$ cat src/rtl/ptg_pkg.sv
package ptg_pkg;
  typedef enum logic [1:0] {
    PH_SYNC  = 2'd0,
    PH_BACK  = 2'd1,
    PH_ACT   = 2'd2,
    PH_FRONT = 2'd3
  } ptg_phase_e;

  localparam int ADDR_W = 3;
  localparam int DATA_W = 32;

  localparam logic [ADDR_W-1:0] REG_CTRL  = 3'd0;
  localparam logic [ADDR_W-1:0] REG_VERT  = 3'd1;
  localparam logic [ADDR_W-1:0] REG_HORZ  = 3'd2;
  localparam logic [ADDR_W-1:0] REG_SIZE  = 3'd3;
  localparam logic [ADDR_W-1:0] REG_IRQEN = 3'd4;
  localparam logic [ADDR_W-1:0] REG_STAT  = 3'd5;
  localparam logic [ADDR_W-1:0] REG_PROT  = 3'd6;

  localparam int CTRL_VIDEO   = 0;
  localparam int CTRL_FRAME   = 1;
  localparam int CTRL_DIR     = 2;
  localparam int CTRL_DIV_LSB = 8;
  localparam int AX_SW_LSB    = 0;
  localparam int AX_BP_LSB    = 8;
  localparam int AX_FP_LSB    = 16;
  localparam int SZ_W_LSB     = 0;
  localparam int SZ_H_LSB     = 16;
endpackage

$ cat src/rtl/ptg_regs.sv
module ptg_regs
  import ptg_pkg::*;
#(
  parameter int PORCH_W = 8,
  parameter int SIZE_W  = 11,
  parameter int DIV_W   = 8,
  parameter int DEF_ACT = 3
) (
  input  logic                         clk,
  input  logic                         rst,
  input  logic                         wr_en,
  input  logic [ADDR_W-1:0]            wr_addr,
  input  logic [DATA_W-1:0]            wr_data,
  input  logic                         frame_tick,
  output logic [1:0][PORCH_W-1:0]      sw_o,
  output logic [1:0][PORCH_W-1:0]      bp_o,
  output logic [1:0][PORCH_W-1:0]      fp_o,
  output logic [1:0][SIZE_W-1:0]       act_o,
  output logic [DIV_W-1:0]             div_o,
  output logic                         dir_o,
  output logic                         frame_en_o,
  output logic                         video_en_o,
  output logic                         protect_o,
  output logic                         gie_o,
  output logic                         fie_o,
  output logic                         stat_clr_o
);
  logic [1:0][PORCH_W-1:0] p_sw, p_bp, p_fp;
  logic [1:0][SIZE_W-1:0]  p_act;
  logic [DIV_W-1:0]        p_div;
  logic                    p_dir, p_frame;
  logic                    load;

  assign load       = frame_tick && !protect_o;
  assign stat_clr_o = wr_en && (wr_addr == REG_STAT) && wr_data[0];

  // pending set and immediate controls
  always_ff @(posedge clk) begin
    if (rst) begin
      p_sw       <= '0;
      p_bp       <= '0;
      p_fp       <= '0;
      p_act      <= {2{SIZE_W'(DEF_ACT)}};
      p_div      <= '0;
      p_dir      <= 1'b0;
      p_frame    <= 1'b0;
      video_en_o <= 1'b0;
      protect_o  <= 1'b0;
      gie_o      <= 1'b0;
      fie_o      <= 1'b0;
    end else if (wr_en) begin
      unique case (wr_addr)
        REG_CTRL: begin
          video_en_o <= wr_data[CTRL_VIDEO];
          p_frame    <= wr_data[CTRL_FRAME];
          p_dir      <= wr_data[CTRL_DIR];
          p_div      <= wr_data[CTRL_DIV_LSB +: DIV_W];
        end
        REG_VERT: begin
          p_sw[1] <= wr_data[AX_SW_LSB +: PORCH_W];
          p_bp[1] <= wr_data[AX_BP_LSB +: PORCH_W];
          p_fp[1] <= wr_data[AX_FP_LSB +: PORCH_W];
        end
        REG_HORZ: begin
          p_sw[0] <= wr_data[AX_SW_LSB +: PORCH_W];
          p_bp[0] <= wr_data[AX_BP_LSB +: PORCH_W];
          p_fp[0] <= wr_data[AX_FP_LSB +: PORCH_W];
        end
        REG_SIZE: begin
          p_act[0] <= wr_data[SZ_W_LSB +: SIZE_W];
          p_act[1] <= wr_data[SZ_H_LSB +: SIZE_W];
        end
        REG_IRQEN: begin
          gie_o <= wr_data[0];
          fie_o <= wr_data[1];
        end
        REG_PROT:  protect_o <= wr_data[0];
        default: ;
      endcase
    end
  end

  // working set, loaded only at an unprotected frame boundary
  always_ff @(posedge clk) begin
    if (rst) begin
      sw_o       <= '0;
      bp_o       <= '0;
      fp_o       <= '0;
      act_o      <= {2{SIZE_W'(DEF_ACT)}};
      div_o      <= '0;
      dir_o      <= 1'b0;
      frame_en_o <= 1'b0;
    end else if (load) begin
      sw_o       <= p_sw;
      bp_o       <= p_bp;
      fp_o       <= p_fp;
      act_o      <= p_act;
      div_o      <= p_div;
      dir_o      <= p_dir;
      frame_en_o <= p_frame;
    end
  end

  logic [6*PORCH_W+2*SIZE_W+DIV_W+1:0] w_all;
  assign w_all = {sw_o, bp_o, fp_o, act_o, div_o, dir_o, frame_en_o};


  hold_between_frames_chk: assert property (@(posedge clk) disable iff (rst)
    !frame_tick |=> $stable(w_all));


  protect_hold_chk: assert property (@(posedge clk) disable iff (rst)
    (frame_tick && protect_o) |=> $stable(w_all));
endmodule

$ cat src/rtl/ptg_pixdiv.sv
module ptg_pixdiv #(
  parameter int DIV_W = 8
) (
  input  logic             clk,
  input  logic             rst,
  input  logic             dir,
  input  logic [DIV_W-1:0] div_m1,
  output logic             tick_o
);
  logic [DIV_W-1:0] cnt;

  assign tick_o = !dir || (cnt >= div_m1);

  always_ff @(posedge clk) begin
    if (rst)         cnt <= '0;
    else if (tick_o) cnt <= '0;
    else             cnt <= cnt + 1'b1;
  end
endmodule

$ cat src/rtl/ptg_axis.sv
module ptg_axis
  import ptg_pkg::*;
#(
  parameter int PORCH_W = 8,
  parameter int SIZE_W  = 11,
  localparam int CW = (SIZE_W > PORCH_W) ? SIZE_W : PORCH_W
) (
  input  logic               clk,
  input  logic               rst,
  input  logic               adv,
  input  logic [PORCH_W-1:0] sw,
  input  logic [PORCH_W-1:0] bp,
  input  logic [PORCH_W-1:0] fp,
  input  logic [SIZE_W-1:0]  act,
  output ptg_phase_e         phase_o,
  output logic               last_o
);
  logic [CW-1:0] cnt, limit;
  logic          wrap;

  always_comb begin
    unique case (phase_o)
      PH_SYNC:  limit = CW'(sw);
      PH_BACK:  limit = CW'(bp);
      PH_ACT:   limit = CW'(act);
      default:  limit = CW'(fp);
    endcase
  end

  assign wrap   = (cnt >= limit);
  assign last_o = (phase_o == PH_FRONT) && wrap;

  always_ff @(posedge clk) begin
    if (rst) begin
      cnt     <= '0;
      phase_o <= PH_SYNC;
    end else if (adv) begin
      if (wrap) begin
        cnt     <= '0;
        phase_o <= ptg_phase_e'(phase_o + 2'd1);
      end else begin
        cnt <= cnt + 1'b1;
      end
    end
  end


  count_hold_chk: assert property (@(posedge clk) disable iff (rst)
    !adv |=> ($stable(cnt) && $stable(phase_o)));
endmodule

$ cat src/rtl/panel_timing_gen.sv
module panel_timing_gen
  import ptg_pkg::*;
#(
  parameter int PORCH_W = 8,
  parameter int SIZE_W  = 11,
  parameter int DIV_W   = 8,
  parameter int DEF_ACT = 3
) (
  input  logic              clk,
  input  logic              rst,
  input  logic              wr_en,
  input  logic [2:0]        wr_addr,
  input  logic [31:0]       wr_data,
  output logic              o_pclk_en,
  output logic              o_hsync,
  output logic              o_vsync,
  output logic              o_de,
  output logic              o_frame_irq
);
  logic [1:0][PORCH_W-1:0] sw, bp, fp;
  logic [1:0][SIZE_W-1:0]  act;
  logic [DIV_W-1:0]        div_m1;
  logic dir, frame_en, video_en, protect, gie, fie, stat_clr;
  logic pclk_tick, frame_tick, run, irq_set;
  logic [1:0]  adv, last;
  ptg_phase_e  ph [2];

  ptg_regs #(
    .PORCH_W(PORCH_W), .SIZE_W(SIZE_W), .DIV_W(DIV_W), .DEF_ACT(DEF_ACT)
  ) u_regs (
    .clk(clk), .rst(rst), .wr_en(wr_en), .wr_addr(wr_addr), .wr_data(wr_data),
    .frame_tick(frame_tick),
    .sw_o(sw), .bp_o(bp), .fp_o(fp), .act_o(act), .div_o(div_m1), .dir_o(dir),
    .frame_en_o(frame_en), .video_en_o(video_en), .protect_o(protect),
    .gie_o(gie), .fie_o(fie), .stat_clr_o(stat_clr)
  );

  ptg_pixdiv #(.DIV_W(DIV_W)) u_div (
    .clk(clk), .rst(rst), .dir(dir), .div_m1(div_m1), .tick_o(pclk_tick)
  );

  assign adv[0] = pclk_tick;
  assign adv[1] = pclk_tick && last[0];

  // index 0 is the horizontal axis, index 1 the vertical axis
  for (genvar a = 0; a < 2; a++) begin : g_axis
    ptg_axis #(.PORCH_W(PORCH_W), .SIZE_W(SIZE_W)) u_axis (
      .clk(clk), .rst(rst), .adv(adv[a]),
      .sw(sw[a]), .bp(bp[a]), .fp(fp[a]), .act(act[a]),
      .phase_o(ph[a]), .last_o(last[a])
    );
  end

  assign frame_tick = pclk_tick && last[0] && last[1];
  assign run        = video_en && frame_en;
  assign irq_set    = frame_tick && gie && fie && video_en;

  always_ff @(posedge clk) begin
    if (rst) begin
      o_pclk_en <= 1'b0;
      o_hsync   <= 1'b0;
      o_vsync   <= 1'b0;
      o_de      <= 1'b0;
    end else begin
      o_pclk_en <= run && pclk_tick;
      o_hsync   <= run && (ph[0] == PH_SYNC);
      o_vsync   <= run && (ph[1] == PH_SYNC);
      o_de      <= run && (ph[0] == PH_ACT) && (ph[1] == PH_ACT);
    end
  end

  always_ff @(posedge clk) begin
    if (rst)           o_frame_irq <= 1'b0;
    else if (irq_set)  o_frame_irq <= 1'b1;
    else if (stat_clr) o_frame_irq <= 1'b0;
  end


  de_sync_excl_chk: assert property (@(posedge clk) disable iff (rst)
    o_de |-> (!o_hsync && !o_vsync));


  div_gap_chk: assert property (@(posedge clk) disable iff (rst)
    (pclk_tick && !frame_tick && dir && (div_m1 != '0)) |=> !pclk_tick);


  video_off_chk: assert property (@(posedge clk) disable iff (rst)
    !video_en |=> (!o_hsync && !o_vsync && !o_de && !o_pclk_en));


  irq_sticky_chk: assert property (@(posedge clk) disable iff (rst)
    (o_frame_irq && !stat_clr) |=> o_frame_irq);


  irq_clear_chk: assert property (@(posedge clk) disable iff (rst)
    (stat_clr && !irq_set) |=> !o_frame_irq);
endmodule

$ cat config.mk
export PLATFORM = sky130hd
export DESIGN_NAME = panel_timing_gen
export DESIGN_NICKNAME = d
export VERILOG_FILES = /design/src/rtl/ptg_pkg.sv /design/src/rtl/ptg_regs.sv /design/src/rtl/ptg_pixdiv.sv /design/src/rtl/ptg_axis.sv /design/src/rtl/panel_timing_gen.sv
export SDC_FILE = /design/constraint.sdc
export NUM_CORES = 1
export LEC_CHECK = 0
export ABC_AREA = 1
export BUFFER_PORTS_ARGS = -buffer_cell sky130_fd_sc_hd__buf_2
export CAP_MARGIN = 5
export CORE_MARGIN = 2
export CORE_UTILIZATION = 30
export CTS_CLUSTER_SIZE = 8
export DETAILED_ROUTE_END_ITERATION = 10
export GPL_ROUTABILITY_DRIVEN = 0
export PLACE_DENSITY = 0.47
export SKIP_LAST_GASP = 1
export SLEW_MARGIN = 20
export SYNTH_ARGS = -nofsm -noshare
export SYNTH_HDL_FRONTEND = slang
export SYNTH_SLANG_ARGS = --single-unit
$ cat constraint.sdc
create_clock -name clk -period 2.7 [get_ports clk]
set_input_delay 0.675 -clock clk [delete_from_list [all_inputs] [get_ports clk]]
set_output_delay 0.675 -clock clk [all_outputs]
set_load 0.02 [all_outputs]
# == Word-level counts from Yosys, hierarchy flattened ==
# Cells that the tools add are included.
# word_totals
output_inout_bits,5
register_bits,203
inputBits,38
# classes
reduce_logical,32
add_sub_neg,5
muxes,6
n_eq_ne,12
n_lt_le_gt_ge,3
# ops
cell,count
$pmux W11 S3,2
$add A11 B1 Y11 const B,2
$ge A11 B11 Y1,2
$mux W11,2
$logic_and A1 B1 Y1,16
$reduce_and A2 Y1,8
$eq A3 B3 Y1 const B,3
$add A8 B1 Y8 const B,1
$eq A2 B2 Y1 const B,4
$ge A8 B8 Y1,1
$eq A3 B2 Y1 const B,2
$add A2 B1 Y2 const B,2
$eq A2 B1 Y1 const B,2
$logic_not A2 Y1,2
$eq A3 B1 Y1 const B,1
$logic_not A3 Y1,1
$logic_not A1 Y1,2
$mux W1,2
$reduce_bool A2 Y1,1
$reduce_or A2 Y1,1
$logic_or A1 B1 Y1,1

# == Depth between registers and ports, before layout ==
# depth
depth_word,10
depth_mapped,20
mapped_depth_nobuf,18

# == Cells and area by module ==
# Synthesis repeated with hierarchy kept, for this count alone.
# unflattened
hier_cells,1302
area_unflattened_um2,9252.6
# by_module_without_submodules
module,area_per_inst_um2,seq_area_each_um2,n_inst,cells_each
ptg_regs,6120.9,3283.1,1,845
ptg_axis,1202.4,260.2,2,182
ptg_pixdiv,540.5,160.2,1,70
panel_timing_gen,186.4,100.1,1,23

# == Worst setup path after synthesis ==
# Ideal clock, no wire load.
# synth_timing
path_type,register to register
start,register g_axis[0].u_axis.phase_o[0]
end,register u_regs.act_o[4] (netlist name)
stages_incl_launch_ff,20
arrival_ns,2.554
setup_time_ns,0.115
slack_ns,0.031
synth_period_minus_slack_ns,2.669
cell_sequence,dfxtp_1 inv_1 ha_1 clkbuf_1 a22o_1 o22ai_1 ha_1 nand2_1 nor2_1 inv_1 nor2_1 nor2_1 nand2_2 nand3_4 nor2_4 buf_6 buf_4 nand3_1 nand2_1 nor2_1
# synth_between
elab_chain_cells,7
# synth_lines
element,line,source
start: declaration,ptg_axis.sv:15,"output ptg_phase_e phase_o,"
start signal: assignment,ptg_axis.sv:40,phase_o <= ptg_phase_e'(phase_o + 2'd1);
$eq A2 B2 Y1 (tied with other cells),ptg_axis.sv:22,unique case (phase_o)
$pmux W11 S3,ptg_axis.sv:22,
$ge A11 B11 Y1,ptg_axis.sv:30,assign wrap = (cnt >= limit);
$logic_and A1 B1 Y1 *,ptg_axis.sv:31,assign last_o = (phase_o == PH_FRONT) && wrap;
$logic_and A1 B1 Y1 * (2 in series),panel_timing_gen.sv:54,assign frame_tick = pclk_tick && last[0] && last[1];
$logic_and A1 B1 Y1 *,ptg_regs.sv:34,assign load = frame_tick && !protect_o;
end signal: assignment,ptg_regs.sv:89,act_o <= {2{SIZE_W'(DEF_ACT)}};
end signal: assignment,ptg_regs.sv:97,act_o <= p_act;
end: declaration,ptg_regs.sv:18,"output logic [1:0][SIZE_W-1:0] act_o,"
# Every way passes the cells marked *; elsewhere a longest branch is shown, timed or not.
# A chain may end at the register's enable or synchronous reset.

# == Final worst setup path ==
# layout_timing
start,register g_axis[0].u_axis.phase_o[0]
end,register u_regs.sw_o[0] (netlist name)
# layout_between
elab_chain_cells,7
# layout_lines
element,line,source
$eq A2 B2 Y1 (tied with other cells),ptg_axis.sv:22,
$pmux W11 S3,ptg_axis.sv:22,
$ge A11 B11 Y1,ptg_axis.sv:30,
$logic_and A1 B1 Y1 *,ptg_axis.sv:31,
$logic_and A1 B1 Y1 * (2 in series),panel_timing_gen.sv:54,
$logic_and A1 B1 Y1 *,ptg_regs.sv:34,
end signal: assignment,ptg_regs.sv:94,sw_o <= p_sw;
end: declaration,ptg_regs.sv:15,"output logic [1:0][PORCH_W-1:0] sw_o,"
# Marks and branches as above.

==> key figures <==
Status
  • Outcome: finished, violations left
  • Failing checks: setup timing

Floorplan
  • Die Span X: 180 um
  • I/O Pins: 43
  • Area of the die: 32500 um2
  • Core region area: 30600 um2
  • Initial Util: 0.305
  • Chip Height: 180 um
  • Cell row count: 64

Logic synthesis
  • Synth Flop Type: dfxtp_1
  • Synth Instances: 1282
  • Yosys warning count: 0
  • Synth area leaders: dfxtp_1 44%, a21oi_1 9.8%, nand2_1 8.5%
  • Largest area contributor in the netlist: dfxtp_1
  • Unique cell type count in the Yosys netlist: 31
  • Synthesized area per cell: 7.27 um2
  • Post-synthesis async set-or-reset flop share: 0
  • Syn Std Cell Area: 9330 um2
  • Yosys top cell area share: 0.436
  • Seq/Total Area, Yosys: 0.436
  • Mapped Nets: 1363
  • Most common cell in the synthesized netlist: nand2_1
  • Yosys reg bits: 203
  • Synth cell count leaders: 211 x nand2_1, 203 x dfxtp_1, 182 x a21oi_1, 141 x inv_1, 141 x nor2_1
  • Post-synth EDFFs: 0

Drt
  • TritonRoute pass-1 iters: 5
  • DR vias: 8367
  • Avg Vias per Cell: 4.76
  • Detailed-route DRC error count: 0
  • Final wirelength: 27100 um
  • DR WL/cell: 15.4 um
  • DRT iter0 DRCs: 403
  • Detail Route Antenna Nets: 0

Clock network
  • TritonCTS clock tree: yes
  • Clk slew on worst S/H paths: 0.05 ns
  • Clock Path Buffers: 3
  • Skew-Pair Late Insertion Delay: 0.53 ns
  • # clock sinks: 203
  • Cts bufs inserted: 29
  • Clock root buffer: clkbuf_16
  • Number of H-tree levels: 1

Power and ir drop
  • PnR Total Power: 8.14 mW
  • Leakage: 4.95 nW
  • Maximum vdd drop: 465 uV
  • Power per cell area: 640 nW/um2

STA
  • RSZ-0062 raised after global routing: true
  • Hold_ws: 0.430 ns
  • Setup tns final: -10.67 ns
  • Slew Viols, Final: 0
  • Final worst setup slack: -0.178 ns
  • Worst slew margin: 0.472
  • Period Utilization, post-route: 1.07
  • Fin crit period: 2.88 ns
  • Fin. Hold Viols: 0
  • Clock Skew: 0.0129 ns
  • Highest clock rate: 347 MHz
  • Final setup fails: 88
  • Measured slew at the worst slew-check pin: 0.792 ns

GRT
  • Initial antenna violation count: 0
  • GRT overflow: 0
  • Number of global-route vias before repair: 7746
  • Tot GR Track Use: 0.158
  • First-pass GRT wire length: 42000 um
  • Largest net degree at the start of global routing: 109

Setup path
  • R2r setup slk: -0.18 ns
  • CP Launch Type: register
  • CP Data Required Time: 3.12 ns
  • Crit end category: register
  • CP max FO: 6
  • Critical path type: reg -> reg
  • Worst path arrival time: 3.29 ns

Place
  • HPWL Detailed: 17000 um
  • Area after DPL: 10200 um2
  • Worst slack at placement: -0.313 ns
  • Inst Count DP: 1691
  • Port bufs: 37

Cells and area
  • Final Util: 0.416
  • Fill count: 3190
  • Final Net Count: 1442
  • Layout cells sized above 1: 0.253
  • Area Overhead vs Synth: 36.3%
  • Design area: 12700 um2
  • Antenna diode count: 0
  • Final instance count without filler cells: 1757

Min path
  • Hold Path Class: in -> reg

Job
  • Max-cap violations: 0
==> worst paths after layout <==
| path | cells after the start | from | to |
|---|---|---|---|
| setup / recovery | 21 | g_axis[0].u_axis.phase_o[0]$_SDFFE_PP0P_ | u_regs.sw_o[0]$_SDFFE_PP0P_ |
| hold / removal | 3 | wr_data[24] | u_regs.p_act[19]$_SDFFE_PP0P_ |
| setup reg to reg | 21 | g_axis[0].u_axis.phase_o[0]$_SDFFE_PP0P_ | u_regs.sw_o[0]$_SDFFE_PP0P_ |
| hold reg to reg | 2 | u_regs.p_act[6]$_SDFFE_PP0P_ | u_regs.p_act[6]$_SDFFE_PP0P_ |
==> what timing repair did <==
item                                    in CTS  in global routing
buffers inserted                            16                  3
gates cloned                                 5                 14
gates resized for setup                     76                184
endpoints found under the setup margin     105                106
hold buffers                                 0                  0
pin swaps                                    9                 63
==> critical path, cell delays in order (launching register included) <==
cell	delay (ns)
dfxtp_4	0.36
buf_6	0.13
ha_4	0.16
inv_4	0.08
clkbuf_16	0.16
buf_12	0.13
nand3_2	0.08
ha_1	0.30
nand2_2	0.07
nor2_4	0.13
nand2_2	0.08
nor2_4	0.10
nor2_4	0.06
nand2_4	0.07
nand3_4	0.09
nor2_4	0.12
buf_12	0.15
buf_12	0.15
clkbuf_16	0.16
nand3_2	0.05
nand2_1	0.09
nor2_1	0.04
==> flip-flops by register name, summed over array words and instances, names as in the netlist, 4 cells and up <==
name,flops
g_axis.u_axis.cnt,22
g_axis.u_axis.phase_o,4
u_regs.act_o,22
u_regs.p_sw,16
u_regs.sw_o,16
u_regs.p_fp,16
u_div.cnt,8
u_regs.bp_o,16
u_regs.p_act,22
u_regs.p_div,8
u_regs.fp_o,16
u_regs.p_bp,16
u_regs.div_o,8
==> area by class of cell <==
class                           count  area (um2)  share of cell area
Multi-Input combinational cell    855        5320               0.419
Sequential cell                   203        4080               0.321
Timing Repair Buffer              127        1500               0.118
Clock buffer                       30         739              0.0582
Inverter                          144         567              0.0446
Tap cell                          396         495              0.0390
Timing Repair inverter              1        7.51            0.000590
Clock inverter                      1        5.00            0.000394
==> report_power, final <==
| part | internal [mW] | switching [mW] |
|---|---|---|
| Sequential | 3.09 | 0.0693 |
| Clock | 1.89 | 1.26 |
| Combinational | 0.828 | 0.998 |
==> cell usage in the layout, fill, tap and decap left out, types with 7 or more instances in the layout <==
cell type    n
buf_12      18
inv_1      132
ha_4        20
nand2_1    180
nor2_1     130
a22o_1      12
nand3_4      7
clkbuf_16   41
o22ai_4      9
buf_2       37
nand3_2     38
buf_4       38
ha_1        23
dfxtp_1    199
buf_6       10
nor3_1      15
o21ai_0     87
a21oi_1    142
nand3_1     70
nor2_2       7
nand2_2     28
a21oi_2     40
==> cell families after synthesis <==
kind of cell,Yosys count,synth area share
AO/OA/AOI/OAI,302,0.170
XOR/XNOR,10,0.00939
adder cells (fa/ha/maj),43,0.0577
buffers and inverters,224,0.101
flip-flops,203,0.436
AND/OR/NAND/NOR,500,0.226
==> per-layer routing <==
layer / GRT usage / share of wire / vias to the layer above
li1: - / - / 4350
met1: 0.220 / 0.48 / 3875
met2: 0.259 / 0.46 / 103
met3: 0.0224 / 0.032 / 39
met4: 0.0352 / 0.019 / 0
met5: 0 / 0 / -
No activity file was read; power rests on OpenSTA's default activity.
